**src/rtl/sag_pkg.sv**
```systemverilog
package sag_pkg;

    localparam int SIZE_CODE_W = 2;
    localparam int MODE_W      = 2;
    localparam int BEAT_W      = 4;

    typedef enum logic [MODE_W-1:0] {
        MV_INC   = 2'd0,
        MV_DEC   = 2'd1,
        MV_FIX   = 2'd2,
        MV_BURST = 2'd3
    } move_e;

    function automatic logic [BEAT_W-1:0] code_to_bytes(input logic [SIZE_CODE_W-1:0] code);
        return BEAT_W'(1) << code;
    endfunction

endpackage

```
**src/rtl/sag_beat_sizer.sv**
```systemverilog
module sag_beat_sizer
    import sag_pkg::*;
#(
    parameter int CNT_W = 22
) (
    input  logic [SIZE_CODE_W-1:0] size_code,
    input  logic [CNT_W-1:0]       remaining,
    output logic [BEAT_W-1:0]      full_bytes,
    output logic [BEAT_W-1:0]      beat_bytes
);
    always_comb begin
        full_bytes = code_to_bytes(size_code);
        if (remaining < CNT_W'(full_bytes)) begin
            beat_bytes = remaining[BEAT_W-1:0];
        end else begin
            beat_bytes = full_bytes;
        end
    end
endmodule

```
**src/rtl/sag_addr_step.sv**
```systemverilog
module sag_addr_step
    import sag_pkg::*;
#(
    parameter int ADDR_W = 32,
    parameter int FLD_W  = 14
) (
    input  logic [ADDR_W-1:0] cur_addr,
    input  logic [ADDR_W-1:0] blk_start,
    input  logic [FLD_W-1:0]  blk_used,
    input  logic [BEAT_W-1:0] full_bytes,
    input  move_e             mode,
    input  logic [FLD_W-1:0]  blk_len,
    input  logic [FLD_W-1:0]  stride,
    input  logic              strided,
    output logic [ADDR_W-1:0] nxt_addr,
    output logic [ADDR_W-1:0] nxt_start,
    output logic [FLD_W-1:0]  nxt_used
);
    localparam int SUM_W = FLD_W + 1;

    logic [ADDR_W-1:0] lin_addr;
    logic [SUM_W-1:0]  used_sum;
    logic              blk_end;

    always_comb begin
        unique case (mode)
            MV_INC, MV_BURST: lin_addr = cur_addr + ADDR_W'(full_bytes);
            MV_DEC:           lin_addr = cur_addr - ADDR_W'(full_bytes);
            default:          lin_addr = cur_addr;
        endcase
    end

    always_comb begin
        used_sum = SUM_W'(blk_used) + SUM_W'(full_bytes);
        blk_end  = strided && (used_sum >= SUM_W'(blk_len));
        if (blk_end) begin
            nxt_start = blk_start + ADDR_W'(stride);
            nxt_addr  = blk_start + ADDR_W'(stride);
            nxt_used  = '0;
        end else begin
            nxt_start = blk_start;
            nxt_addr  = lin_addr;
            nxt_used  = strided ? used_sum[FLD_W-1:0] : blk_used;
        end
    end
endmodule

```
**src/rtl/stride_addr_gen.sv**
```systemverilog
module stride_addr_gen
    import sag_pkg::*;
#(
    parameter int ADDR_W = 32,
    parameter int EXT_W  = 4,
    parameter int CNT_W  = 22,
    parameter int FLD_W  = 14,
    localparam int SIDE_W = 2 * FLD_W + MODE_W + SIZE_CODE_W,
    localparam int OUT_W  = ADDR_W + EXT_W
) (
    input  logic              clk,
    input  logic              rst_n,
    input  logic              load,
    input  logic [SIDE_W-1:0] side_word,
    input  logic [ADDR_W-1:0] base_addr,
    input  logic [EXT_W-1:0]  addr_ext,
    input  logic [CNT_W-1:0]  byte_count,
    input  logic              stride_en,
    input  logic              advance,
    output logic [OUT_W-1:0]  addr,
    output logic [BEAT_W-1:0] beat_bytes,
    output logic              burst_ok,
    output logic              done
);
    localparam int STR_LO  = 0;
    localparam int BLK_LO  = FLD_W;
    localparam int MODE_LO = 2 * FLD_W;
    localparam int SIZE_LO = MODE_LO + MODE_W;

    typedef struct packed {
        logic [ADDR_W-1:0]      cur_addr;
        logic [ADDR_W-1:0]      blk_start;
        logic [FLD_W-1:0]       blk_used;
        logic [CNT_W-1:0]       remaining;
        logic [EXT_W-1:0]       ext;
        logic [SIZE_CODE_W-1:0] size_code;
        move_e                  mode;
        logic [FLD_W-1:0]       blk_len;
        logic [FLD_W-1:0]       stride;
        logic                   strided;
    } sag_state_t;

    sag_state_t st_d, st_q;

    logic [BEAT_W-1:0] full_bytes;
    logic [BEAT_W-1:0] cur_beat;
    logic [ADDR_W-1:0] step_addr;
    logic [ADDR_W-1:0] step_start;
    logic [FLD_W-1:0]  step_used;
    logic              empty;

    sag_beat_sizer #(.CNT_W(CNT_W)) u_sizer (
        .size_code  (st_q.size_code),
        .remaining  (st_q.remaining),
        .full_bytes (full_bytes),
        .beat_bytes (cur_beat)
    );

    sag_addr_step #(.ADDR_W(ADDR_W), .FLD_W(FLD_W)) u_step (
        .cur_addr   (st_q.cur_addr),
        .blk_start  (st_q.blk_start),
        .blk_used   (st_q.blk_used),
        .full_bytes (full_bytes),
        .mode       (st_q.mode),
        .blk_len    (st_q.blk_len),
        .stride     (st_q.stride),
        .strided    (st_q.strided),
        .nxt_addr   (step_addr),
        .nxt_start  (step_start),
        .nxt_used   (step_used)
    );

    assign empty = (st_q.remaining == '0);

    always_comb begin
        st_d = st_q;
        if (load) begin
            st_d.cur_addr  = base_addr;
            st_d.blk_start = base_addr;
            st_d.blk_used  = '0;
            st_d.remaining = byte_count;
            st_d.ext       = addr_ext;
            st_d.size_code = side_word[SIZE_LO +: SIZE_CODE_W];
            st_d.mode      = move_e'(side_word[MODE_LO +: MODE_W]);
            st_d.blk_len   = side_word[BLK_LO +: FLD_W];
            st_d.stride    = side_word[STR_LO +: FLD_W];
            st_d.strided   = stride_en && (side_word[BLK_LO +: FLD_W] != '0);
        end else if (advance && !empty) begin
            st_d.remaining = st_q.remaining - CNT_W'(cur_beat);
            st_d.cur_addr  = step_addr;
            st_d.blk_start = step_start;
            st_d.blk_used  = step_used;
        end
    end

    always_ff @(posedge clk or negedge rst_n) begin
        if (!rst_n) begin
            st_q <= '{cur_addr: '0, blk_start: '0, blk_used: '0, remaining: '0,
                      ext: '0, size_code: '0, mode: MV_INC, blk_len: '0,
                      stride: '0, strided: 1'b0};
        end else begin
            st_q <= st_d;
        end
    end

    assign addr       = {st_q.ext, st_q.cur_addr};
    assign beat_bytes = empty ? '0 : cur_beat;
    assign burst_ok   = (st_q.mode == MV_BURST);
    assign done       = empty;

endmodule

```
**config.mk**
```make
export PLATFORM = sky130hd
export DESIGN_NAME = stride_addr_gen
export DESIGN_NICKNAME = d
export VERILOG_FILES = /design/src/rtl/sag_pkg.sv /design/src/rtl/sag_beat_sizer.sv /design/src/rtl/sag_addr_step.sv /design/src/rtl/stride_addr_gen.sv
export SDC_FILE = /design/constraint.sdc
export NUM_CORES = 1
export LEC_CHECK = 0
export BUFFER_PORTS_ARGS = -buffer_cell sky130_fd_sc_hd__buf_2
export CORE_MARGIN = 2
export CORE_UTILIZATION = 59
export DETAILED_ROUTE_END_ITERATION = 7
export GPL_ROUTABILITY_DRIVEN = 0
export PLACE_DENSITY = 0.81
export SLEW_MARGIN = 20
export SYNTH_ARGS = -nofsm -noshare
export SYNTH_HDL_FRONTEND = slang
export SYNTH_SLANG_ARGS = --single-unit
```
**constraint.sdc**
```tcl
create_clock -name clk -period 4.5 [get_ports clk]
set_input_delay 0.45 -clock clk [delete_from_list [all_inputs] [get_ports clk]]
set_output_delay 0.45 -clock clk [all_outputs]
set_load 0.01 [all_outputs]
```
==> flow_summary.ini, run 1 <==
[yosys]
yosys-top-cells-area = dfrtp_1, ha_1, nand2_1
synth.top_cells.by_count = nand2_1, dfrtp_1, nor2_1
syn_avg_cell_area_um2 = 8.46
ys_types = 69
synth_edf_count = 0
synthCells = 1206
yosys_warnings = 0
async_reset_ff_share_pct = 100
yosysTopAreaCell = dfrtp_1
syn_nets = 1376
synth_seq_area_share_pct = 33.6
synth.most_common_cell = nand2_1
synthesis.area_um2 = 10200
synth_ff_type = dfrtp_1
synth_seq_cells = 137
synth_top_area_share_pct = 33.6

[routing]
antenna_left = 0
first_pass_iters = 6
vias_per_cell = 6.21
drc_errors = 0
avgRoutedWirePerCell_um = 18.3
vias = 9635
drt-total-wl_um = 28300
drt_iter0_drc = 851

[critical_path]
reg2reg_depth = 18
crit_path_end_kind = flop
critPathRequiredTime_ns = 4.79
critPathLaunchType = flop
cp_max_fo = 8
cp.arrival_ns = 4.61
ff2ff_setup_slack_ns = 0.18
reg2reg_from = st_q[47]
slowest_delay_ns = 0.58
crit_chain = or3_4 -> or4_4 -> nor4_4 -> nand2_2 -> buf_6 -> nor2_2 -> a21oi_2 -> inv_1 -> fa_2 -> inv_1 -> o211ai_1 -> o21a_1 -> o211ai_1 -> or4b_4 -> or3_4 -> nor3_4 -> xnor2_1 -> o21ai_1
crit_path_top_delay_cell = or4b_4
worst-setup-path-type = flop to flop
r2r-end = st_q[57]

[global_route]
grt_pass1_wl_um = 46300
gr-total-overflow = 0
grt_pass1_vias = 9366
grt_max_degree = 107
gr-usage-all-layers_pct = 32.0
antenna_found_initial = 0

[placement]
pre_cts_ws_ns = 0.0443
dp.cells = 1514
dp_hpwl_um = 20300
place_area_um2 = 11000
io_buffer_count = 136

[outcome]
status = finished clean

[timing]
setup_viol = 0
fin_crit_ns = 4.32
slew_violations = 0
skew_ns = 0.0111
period_share_pct = 96.1
maxSlewHeadroom_pct = 43.9
worst_pin_slew_ns = 0.837
final-hold-violation-count = 0
finalWorstSetupSlack_ns = 0.178
fmax_mhz = 231
final.setup.tns_ns = 0

[finish]
diodes = 0
area_growth_pct = 15.4
final_cells = 1551
nets = 1484
stdcell_area_um2 = 11800
final_layout_size_suffix_gt1_share_pct = 20.3

[floorplan]
die-area_um2 = 18400
io_pins = 137
num_rows = 48
core_area_um2 = 17100
die_height_um = 136
die_w_um = 136
initial_utilization_pct = 59.6

[clock_network]
clockRootBuffer = clkbuf_16
cts_buffers = 17
cts_tree = yes
path_clk_slew_ns = 0.06
insertion_delay_ns = 0.43
cts_sinks = 137
cts_buffer_depth = 2
htree_num_levels = 4

[pwr]
total_power_mw = 5.62
power_density_nw_per_um2 = 477
leakage_nw = 5.32
ir_drop_mv = 0.308

[job]
cap_violations = 0

[worst_hold_path]
whs_endpoint = st_q[38]
hold_path_class = input port to flop
holdPathStages = 3
hold_start = byte_count[1]
==> through the flow <==
stage	utilization (%)	hold WS, ns
2_1_floorplan	-	0.154
3_3_place_gp	64.1	0.471
3_5_place_dp	64.1	0.477
5_1_grt	68.8	0.239
6_report	68.8	0.236
4_1_cts	67.9	0.199
==> sequential cells by signal (all words and copies together) (netlist names) <==
| name | cells |
|---|---|
| st_q | 101 |
| addr | 36 |
==> worst max-delay path by stage <==
| stage | start | to | slack [ns] |
|---|---|---|---|
| 2_1_floorplan | st_q[32] | addr[16] | 0.37 |
| 3_3_place_gp | st_q[45] | st_q[55] | 0.25 |
| 3_5_place_dp | st_q[32] | addr[31] | 0.04 |
| 4_1_cts | st_q[32] | addr[31] | 0.07 |
| 5_1_grt | st_q[47] | st_q[57] | -0.02 |
| 6_report | st_q[47] | st_q[57] | 0.18 |
==> cells by family (layout without fill, tap and decap cells) <==
family          count (synthesis)  after routing  share of synthesized area [%]
simple gates                  364            364                           16.7
compound gates                362            362                           21.8
buf+inv                       138            258                           6.41
flops                         137            137                           33.6
xor+xnor                       91             91                           7.81
fa+ha+maj                      76             76                           9.51
mux                            38             38                           4.08
==> cell type report <==
cell class	instances	area (um^2)
clock buffers	24	502
clock inverters	7	138
fillers	1337	5340
inverters	51	191
multi-input cells	931	6220
flip-flops and latches	137	3430
well taps	225	282
repair buffers	176	1020
==> routing by layer <==
metal,vias up,track usage [%],routed length (um)
met5,-,0,0
met4,0,12.1,957
met3,104,5.27,1950
met2,481,53.5,13500
met1,4538,41.9,11900
li1,4512,-,-
==> critical path, delay by kind of cell (launching register included) <==
kind | cells | cell delay (ns)
adder cells (fa/ha/maj) | 1 | 0.23
AND/OR/NAND/NOR | 8 | 2.58
buffers and inverters | 3 | 0.32
flip-flops | 1 | 0.38
AO/OA/AOI/OAI | 5 | 0.51
XOR/XNOR | 1 | 0.15
==> placed cells by master (no fill, tap or decap), drive strengths merged, types with 11 or more instances in the layout <==
master  Yosys  routed
a211oi     14      14
nor3       16      16
nand4      11      11
nand2     148     148
mux2       29      29
a31oi      14      14
nand2b     13      13
clkbuf     47      24
nor2       87      87
xnor2      53      53
o21ai     129     129
nor4       11      11
inv        51      51
dfrtp     137     137
nand3      29      29
xor2       38      38
a21oi      84      84
buf        40     175
a21o       21      21
ha         72      72
o21bai     11      11
and3       12      12
==> power breakdown <==
| part | internal (mW) | total (mW) | switching, mW |
|---|---|---|---|
| registers | 1.45 | 1.67 | 0.219 |
| logic | 1.01 | 2.42 | 1.40 |
| clock network | 0.997 | 1.54 | 0.539 |
| total | 3.46 | 5.62 | 2.16 |
==> what timing repair did <==
| action | CTS | global route |
|---|---|---|
| pin swaps | 0 | 9 |
| hold buffers | 0 | 1 |
| gates resized for setup | 1 | 24 |
| buffers inserted | 0 | 4 |
| hold endpoints to repair | 0 | 27 |
| setup endpoints to repair | 1 | 75 |
Note: power is estimated with default switching activity, not from simulation.
==> inputs of run 2 (changes only) <==
Settings changed: CAP_MARGIN from default to 25, CORE_UTILIZATION 59 to 64, PLACE_DENSITY 0.81 to 0.87.
Clock period 4.5 ns to 5.6 ns, I/O delays scaled along.
==> run 2 against run 1 <==
  * Global-route usage increased by 0.88 points
  * Sequential share of layout area increased by 0.97 points
  * Cell area decreased by 3.3%
  * Die area decreased by 7.6%
==> flow_summary.ini, run 2 (same netlist as run 1, synthesis figures left out) <==
[timing]
period_share_pct = 91.0
fin_crit_ns = 5.10
worst_pin_slew_ns = 0.867
finalWorstSetupSlack_ns = 0.504
maxSlewHeadroom_pct = 42.2
rsz0062_at_grt = false
skew_ns = 0.00846
slew_violations = 0
fmax_mhz = 196
final-hold-violation-count = 0
setup_viol = 0
final.setup.tns_ns = 0

[floorplan]
die_w_um = 130
num_rows = 46
core_area_um2 = 15700
die_height_um = 130
io_pins = 137
die-area_um2 = 17000
initial_utilization_pct = 64.9

[critical_path]
critPathRequiredTime_ns = 5.95
crit_path_end_kind = flop
crit_path_top_delay_cell = dfrtp_1
cp.arrival_ns = 5.44
crit_chain = nor2b_1 -> xor2_1 -> ha_1 -> a21oi_1 -> o21ai_1 -> nand2_1 -> nor3_1 -> nand3_1 -> xnor2_1 -> ha_1 -> a21o_1 -> a21oi_1 -> inv_1 -> a31oi_1 -> o22a_1 -> nand2_1 -> buf_4 -> nor2_1 -> nand2_1 -> o21ai_1
worst-setup-path-type = flop to flop
crit_top_cell = nand2_1
slowest_delay_ns = 0.45
cp_max_fo = 10
critPathLaunchType = flop

[routing]
vias = 9390
vias_per_cell = 6.19
avgRoutedWirePerCell_um = 17.9
antenna_left = 0
drt_iter0_drc = 868
drt-total-wl_um = 27200
drc_errors = 0
first_pass_iters = 5

[placement]
pre_cts_ws_ns = 0.633
io_buffer_count = 136
dp_hpwl_um = 19300

[global_route]
antenna_found_initial = 0
gr-total-overflow = 0
gr-usage-all-layers_pct = 32.9
grt_pass1_vias = 9190
grt_pass1_wl_um = 44200
grt_max_degree = 94

[pwr]
leakage_nw = 5.14
ir_drop_mv = 0.240
power_density_nw_per_um2 = 380

[outcome]
status = finished clean

[clock_network]
cts_buffer_depth = 2
cts_sinks = 137
insertion_delay_ns = 0.43
cts_tree = yes
cts_buffers = 17
post_cts_buffers = 0
clockRootBuffer = clkbuf_16
path_clk_slew_ns = 0.06
htree_num_levels = 4

[finish]
final_cell_mix = nand2_1, dfrtp_1, buf_2
largest-register = st_q
largest_reg_flops = 101
final_common_cell = nand2_1
final_layout_size_suffix_gt1_share_pct = 17.2
diodes = 0
area_growth_pct = 11.6
nets = 1459

[worst_hold_path]
hold_path_class = input port to async pin

[job]
cap_violations = 0
==> run 2: cell types whose count changed in the layout (fill, tap and decap cells not counted), moves of 2 or more <==
cell / before / now
clkinv_4: 0 / 2
clkinvlp_4: 1 / 4
bufinv_16: 4 / 2
nor2_2: 3 / 0
buf_4: 38 / 16
clkinv_2: 2 / 4
nor2_1: 84 / 87
o21ai_0: 69 / 71
clkbuf_8: 5 / 0
o21ai_2: 5 / 0
o21ai_1: 55 / 58
ha_1: 70 / 72
==> run 2: where the power goes <==
part / switching, mW / internal [mW] / leakage [nW] / total [mW]
combinational: 1.11 / 0.792 / 3.23 / 1.90
clock: 0.446 / 0.652 / 0.266 / 1.10
sequential: 0.170 / 1.16 / 1.65 / 1.33
total: 1.72 / 2.61 / 5.14 / 4.33
==> run 2: final cells by class <==
class,instances,area [um^2]
inverters,51,191
clock buffers,20,437
flip-flops and latches,137,3430
repair buffers,151,802
clock inverters,12,128
well taps,216,270
fillers,1200,4320
multi-input cells,931,6140
==> run 2: repair_timing <==
item                       in CTS  in global routing
setup endpoints to repair       0                  1
hold buffers                    0                  0
resized for setup               0                  1
==> run 2: path summary, 6_finish.rpt <==
check                               start       end  slack, ns  cells past startpoint
setup / recovery                 st_q[32]  st_q[66]       0.50                     20
min in group clk           byte_count[11]  st_q[48]       0.34                      3
hold reg to reg                  st_q[79]  st_q[79]       0.49                      2
hold / removal                      rst_n  st_q[18]       0.20                      1
setup reg to reg                 st_q[32]  st_q[66]       0.50                     20
max in group asynchronous           rst_n  st_q[10]       4.32                      2
==> run 2: critical path, delay by kind of cell (launching register included) <==
| kind | cells | cell delay, ns |
|---|---|---|
| compound gates | 7 | 1.64 |
| xor+xnor | 2 | 0.41 |
| fa+ha+maj | 2 | 0.44 |
| buf+inv | 2 | 0.36 |
| flops | 1 | 0.45 |
| simple gates | 7 | 1.71 |
==> run 2: through the flow <==
step / util, % / std cells / cell area (um^2) / hold WS, ns / power, mW
after detailed placement: 68.9 / 1486 / 10800 / 0.480 / 3.18
after global routing: 72.5 / 1518 / 11400 / 0.276 / 4.60
final: 72.5 / 1518 / 11400 / 0.198 / 4.33
after CTS: 72.5 / 1518 / 11400 / 0.259 / 4.30
after global placement: 68.9 / 1486 / 10800 / 0.471 / 3.13
after floorplan: - / 1206 / 10200 / 0.264 / 2.79
==> run 2: layer usage <==
layer	up-vias	share of wire, %	GRT usage, %
met3	68	7.5	6.81
met2	426	48	55.1
li1	4448	-	-
met5	-	0	0
met4	0	2.5	12.3
met1	4448	42	42.2
